**src/rtl/wdt_pkg.sv**
```systemverilog
package wdt_pkg;

  localparam int RES_W_DEF = 2;
  localparam int MUL_W_DEF = 5;

  typedef enum logic [1:0] {
    EXP_NONE = 2'd0,
    EXP_IRQ  = 2'd1,
    EXP_RST  = 2'd2
  } exp_kind_e;

  function automatic int ctl_width(input int res_w, input int mul_w);
    return res_w + mul_w + 1;
  endfunction

  function automatic int cnt_width(input int res_w, input int mul_w);
    return mul_w + 2 * ((1 << res_w) - 1);
  endfunction

endpackage

```
**src/rtl/wdt_interval.sv**
```systemverilog
module wdt_interval #(
  parameter int RES_W = wdt_pkg::RES_W_DEF,
  parameter int MUL_W = wdt_pkg::MUL_W_DEF,
  localparam int CTL_W = wdt_pkg::ctl_width(RES_W, MUL_W),
  localparam int CNT_W = wdt_pkg::cnt_width(RES_W, MUL_W)
) (
  input  logic [CTL_W-1:0] ctl,
  output logic [CNT_W-1:0] ticks
);

  localparam int N_RES = 1 << RES_W;

  logic [RES_W-1:0] res;
  logic [MUL_W-1:0] mul;
  logic [CNT_W-1:0] cand [N_RES];

  assign res = ctl[RES_W-1:0];
  assign mul = ctl[RES_W +: MUL_W];

  // One candidate per resolution step: multiplier scaled by 4^g.
  for (genvar g = 0; g < N_RES; g++) begin : g_scale
    assign cand[g] = CNT_W'(mul) << (2 * g);
  end

  always_comb begin
    ticks = '0;
    for (int i = 0; i < N_RES; i++) begin
      if (res == RES_W'(i)) ticks = cand[i];
    end
  end

endmodule

```
**src/rtl/wdt_countdown.sv**
```systemverilog
module wdt_countdown #(
  parameter int CNT_W = 11
) (
  input  logic             clk,
  input  logic             rst_n,
  input  logic             load,
  input  logic [CNT_W-1:0] load_val,
  input  logic             tick_en,
  output logic             expire
);

  logic [CNT_W-1:0] cnt_q, cnt_d;
  logic             cnt_en;

  always_comb begin
    cnt_d  = cnt_q;
    expire = 1'b0;
    cnt_en = 1'b0;
    if (load) begin
      cnt_d  = load_val;
      cnt_en = 1'b1;
    end else if (tick_en && (cnt_q != '0)) begin
      cnt_d  = cnt_q - CNT_W'(1);
      cnt_en = 1'b1;
      expire = (cnt_q == CNT_W'(1));
    end
  end

  always_ff @(posedge clk or negedge rst_n) begin
    if (!rst_n) begin
      cnt_q <= '0;
    end else if (cnt_en) begin
      cnt_q <= cnt_d;
    end
  end

endmodule

```
**src/rtl/wdt_ctlreg.sv**
```systemverilog
module wdt_ctlreg #(
  parameter int CTL_W = 8
) (
  input  logic             clk,
  input  logic             rst_n,
  input  logic             wr,
  input  logic [CTL_W-1:0] wdata,
  input  logic             wipe,
  output logic [CTL_W-1:0] ctl_q
);

  logic [CTL_W-1:0] ctl_d;
  logic             ctl_en;

  always_comb begin
    ctl_d  = ctl_q;
    ctl_en = 1'b0;
    if (wr) begin
      ctl_d  = wdata;
      ctl_en = 1'b1;
    end else if (wipe) begin
      ctl_d  = '0;
      ctl_en = 1'b1;
    end
  end

  always_ff @(posedge clk or negedge rst_n) begin
    if (!rst_n) begin
      ctl_q <= '0;
    end else if (ctl_en) begin
      ctl_q <= ctl_d;
    end
  end

endmodule

```
**src/rtl/wdt_respond.sv**
```systemverilog
module wdt_respond (
  input  logic clk,
  input  logic rst_n,
  input  logic expire,
  input  logic steer_rst,
  input  logic restart,
  output logic flag,
  output logic irq,
  output logic rst_req,
  output logic clr_stb
);

  import wdt_pkg::*;

  exp_kind_e kind;
  logic      flag_d, irq_d, rst_d, clr_d;
  logic      flag_q, irq_q, rst_q, clr_q;

  always_comb begin
    kind = EXP_NONE;
    if (expire) kind = steer_rst ? EXP_RST : EXP_IRQ;
  end

  always_comb begin
    flag_d = flag_q;
    if (restart)             flag_d = 1'b0;
    else if (kind != EXP_NONE) flag_d = 1'b1;
    irq_d = (kind == EXP_IRQ);
    rst_d = (kind == EXP_RST);
    clr_d = (kind == EXP_RST);
  end

  always_ff @(posedge clk or negedge rst_n) begin
    if (!rst_n) begin
      flag_q <= 1'b0;
      irq_q  <= 1'b0;
      rst_q  <= 1'b0;
      clr_q  <= 1'b0;
    end else begin
      flag_q <= flag_d;
      irq_q  <= irq_d;
      rst_q  <= rst_d;
      clr_q  <= clr_d;
    end
  end

  assign flag    = flag_q;
  assign irq     = irq_q;
  assign rst_req = rst_q;
  assign clr_stb = clr_q;

endmodule

```
**src/rtl/tick_watchdog.sv**
```systemverilog
module tick_watchdog #(
  parameter int RES_W = wdt_pkg::RES_W_DEF,
  parameter int MUL_W = wdt_pkg::MUL_W_DEF,
  localparam int CTL_W = wdt_pkg::ctl_width(RES_W, MUL_W),
  localparam int CNT_W = wdt_pkg::cnt_width(RES_W, MUL_W)
) (
  input  logic             clk,
  input  logic             rst_n,
  input  logic             tick_en,
  input  logic             ctl_wr,
  input  logic [CTL_W-1:0] ctl_wdata,
  input  logic             ctl_rd,
  output logic [CTL_W-1:0] ctl_rdata,
  output logic             wdt_flag,
  output logic             wdt_irq,
  output logic             wdt_rst_req,
  output logic             ext_clr_stb
);

  localparam int STEER = CTL_W - 1;

  // Reset: asserted asynchronously, released through two flops.
  logic rst_meta_q, rst_core_n;

  always_ff @(posedge clk or negedge rst_n) begin
    if (!rst_n) begin
      rst_meta_q <= 1'b0;
      rst_core_n <= 1'b0;
    end else begin
      rst_meta_q <= 1'b1;
      rst_core_n <= rst_meta_q;
    end
  end

  logic [CTL_W-1:0] ctl_q;
  logic [CTL_W-1:0] ctl_src;
  logic [CNT_W-1:0] interval;
  logic             restart;
  logic             expire;
  logic             wipe;

  assign restart = ctl_wr | ctl_rd;
  assign ctl_src = ctl_wr ? ctl_wdata : ctl_q;
  assign wipe    = expire & ctl_q[STEER];

  wdt_interval #(.RES_W(RES_W), .MUL_W(MUL_W)) u_interval (
    .ctl   (ctl_src),
    .ticks (interval)
  );

  wdt_countdown #(.CNT_W(CNT_W)) u_count (
    .clk      (clk),
    .rst_n    (rst_core_n),
    .load     (restart),
    .load_val (interval),
    .tick_en  (tick_en),
    .expire   (expire)
  );

  wdt_ctlreg #(.CTL_W(CTL_W)) u_ctl (
    .clk   (clk),
    .rst_n (rst_core_n),
    .wr    (ctl_wr),
    .wdata (ctl_wdata),
    .wipe  (wipe),
    .ctl_q (ctl_q)
  );

  wdt_respond u_resp (
    .clk       (clk),
    .rst_n     (rst_core_n),
    .expire    (expire),
    .steer_rst (ctl_q[STEER]),
    .restart   (restart),
    .flag      (wdt_flag),
    .irq       (wdt_irq),
    .rst_req   (wdt_rst_req),
    .clr_stb   (ext_clr_stb)
  );

  assign ctl_rdata = ctl_q;

endmodule

```
**config.mk**
```make
export PLATFORM = sky130hd
export DESIGN_NAME = tick_watchdog
export DESIGN_NICKNAME = d
export VERILOG_FILES = /design/src/rtl/wdt_pkg.sv /design/src/rtl/wdt_interval.sv /design/src/rtl/wdt_countdown.sv /design/src/rtl/wdt_ctlreg.sv /design/src/rtl/wdt_respond.sv /design/src/rtl/tick_watchdog.sv
export SDC_FILE = /design/constraint.sdc
export NUM_CORES = 1
export LEC_CHECK = 0
export ABC_AREA = 1
export CAP_MARGIN = 20
export CORE_AREA = 2 2 55 109
export CTS_BUF_LIST = sky130_fd_sc_hd__clkbuf_4
export CTS_CLUSTER_SIZE = 30
export DETAILED_ROUTE_END_ITERATION = 10
export DIE_AREA = 0 0 57 111
export DONT_BUFFER_PORTS = 1
export PLACE_DENSITY = 0.43
export SKIP_LAST_GASP = 1
export SLEW_MARGIN = 20
export SYNTH_ARGS = -nofsm -noshare
export SYNTH_HDL_FRONTEND = slang
export SYNTH_HIERARCHICAL = 1
export SYNTH_SLANG_ARGS = --single-unit
```
**constraint.sdc**
```tcl
create_clock -name clk -period 0.89 [get_ports clk]
set_input_delay 0.178 -clock clk [delete_from_list [all_inputs] [get_ports clk]]
set_output_delay 0.178 -clock clk [all_outputs]
set_load 0.01 [all_outputs]
```
==> run metrics <==
run status=complete, but fails checks; failing checks=negative hold slack, negative setup slack; pwr/cell area=1590 nW/um^2; cell chosen for the clock root=clkbuf_4; CP Launch Type=flop; sequential share of power=0.337; pre-CTS WS=-0.711 ns; clock-pin transition on the worst setup and hold timing paths=0.15 ns; Initial DRC Count=28; Routed WL=4420 um; Syn Inst Count=239; RR Endpoint=u_ctl/ctl_q[1]; Req. time, crit path=1.13 ns; Die ar.=6330 um^2; switch share=0.355; CP Max Fanout=8; Clock Latency Late Sink=between 0.3 and 0.4 ns; nets@finish=314; CP Capture Point=u_ctl/ctl_q[1]; RSZ-0062 raised after global routing=true; maximum clock insertion buffer count=2; total CTS buffers=3; Worst Path Arrival=between 1.5 and 2 ns; ANT nets after route=0; Fin. Hold Viols=1; number of global-route vias before repair=1,653; # DRC=0; detail-routed via count per cell=4.64; Clock Power Share=0.217; worst hold slack=-0.00104 ns; hold crit path type=input port to flop; post-synth design cell area=1600 um^2; Synth Warn #=6; Area growth, synth to finish=50.5%; Leak=around 0.0012 uW; pin count of the biggest net entering global routing=23; Layout Skew=0.00423 ns; Finish-stage setup viols=34; CTS tree=yes; I/O Buffers=0; Pins Over Slew Limit=0; clock sink count=24; Mean Syn Cell Area=6.71 um^2; Max Cap Viol=0; first-pass GRT wire length=7730 um; Diodes inserted=0; start point of the critical path=u_count/cnt_q[1]; total number of vias=1,667; chip width=57 um; Final HPWL DP=3080 um; number of core rows=39; clock period minus final worst setup slack=around 1.6 ns; worst r2r src=u_count/cnt_q[1]; Int Power=about 2500 uW; drt wl/cell=between 10 and 15 um; r2r setup slk=-0.69 ns; gpl congestion=0.780; die height=approximately 110 um; share of layout cells above drive strength 1=0.372; Setup Crit Path Kind=flop to flop; sw power=1370 uW; Initial Util=0.288; core area=5560 um^2; CTS H-tree depth=1; crit end category=flop; peak supply drop=roughly 0.0012 V; Pre-antenna DRT Iters=4; I/O pins=25; GRT Resource Usage Total=0.152; Hold Startpoint=ctl_wr; Period Utilization, post-route=1.77; initial antenna violation count=0; R2R cell count=10; worst setup margin=-0.686 ns; remaining global-route overflow=0; Fmax=between 0.6 and 0.7 GHz; syn nets=254; combinational fraction of design power=0.446
-- power groups by stage --
stage / combinational, uW / sequential, uW / clock [uW]
2_1_floorplan: 774 / 1350 / 0
3_3_place_gp: 1360 / 1310 / 0
3_5_place_dp: 1360 / 1310 / 0
4_1_cts: 1610 / 1300 / 878
5_1_grt: 1920 / 1310 / 901
6_report: 1720 / 1300 / 833
-- sequential cells by signal, indices dropped and copies added (netlist names) --
name,flops
u_count/cnt_q,11
u_ctl/ctl_q,8
rst_core_n,1
rst_meta_q,1
u_resp/clr_stb,1
u_resp/flag,1
u_resp/irq,1
-- metrics by stage --
| step | cells | power [uW] | utilization | setup TNS, ns | instance area (um^2) |
|---|---|---|---|---|---|
| finish | 359 | 3850 | 0.434 | -14.98 | 2410 |
| global placement | 337 | 2670 | 0.359 | -13.72 | 1990 |
| global route | 359 | 4140 | 0.434 | -17.37 | 2410 |
| CTS | 357 | 3780 | 0.418 | -14.57 | 2320 |
| detailed placement | 337 | 2670 | 0.359 | -13.98 | 1990 |
| floorplan | 239 | 2120 | - | -12.27 | 1640 |
-- worst min path at each step --
| stage | end | slack [ns] | depth (start not counted) |
|---|---|---|---|
| 2_1_floorplan | rst_core_n | -0.12 | 0 |
| 3_3_place_gp | rst_core_n | -0.12 | 0 |
| 3_5_place_dp | rst_meta_q | -0.12 | 0 |
| 4_1_cts | u_ctl/ctl_q[1] | -0.06 | 2 |
| 5_1_grt | u_ctl/ctl_q[6] | -0.01 | 3 |
| 6_report | u_ctl/ctl_q[2] | -0.001 | 3 |
-- cells in the final DEF (no fill, tap or decap), types with 2 or more instances in the layout --
cell type,count
nand3_2,6
buf_4,39
nand2_4,3
clkbuf_4,3
buf_12,2
o21ai_2,5
o21ai_0,9
inv_2,9
nor2_1,15
nand2_8,2
inv_1,17
buf_6,10
nor2_4,6
ha_4,2
dlygate4sd3_1,9
nor2_2,5
nand3_1,12
dfrtp_1,24
nand2_2,12
o21bai_1,2
nand2_1,94
-- critical path, stage by stage, from the launching register on --
cell and delay [ns]:
dfrtp_1 0.42, inv_2 0.08, buf_6 0.10, ha_4 0.10
nand3b_1 0.12, nor4_4 0.30, nand2_1 0.10, inv_2 0.10
nor2_8 0.05, nand2_1 0.06, nand2_1 0.05
-- area by class of cell --
class	count	area, um^2
clock inverter	1	30.0
tap	61	76.3
clock buffer	3	22.5
timing repair buffer	60	536
fill	618	3150
multi-input combinational	183	1040
inverter	27	106
sequential	24	601
-- timing repair --
item                                    CTS  global route
hold buffers                              8             1
gates cloned                              1             0
pin swaps                                20            10
gates resized for setup                  33            19
endpoints found under the hold margin    10             3
endpoints found under the setup margin   34            34
setup buffers                             7             4
-- layer usage --
layer	global-route usage	vias up	wire [um]
met2	0.264	25	2380
met4	0.0434	0	68
met1	0.194	780	1820
met3	0.0152	4	149
li1	-	858	-
met5	0	-	0
Note: power is estimated with default switching activity, not from simulation.
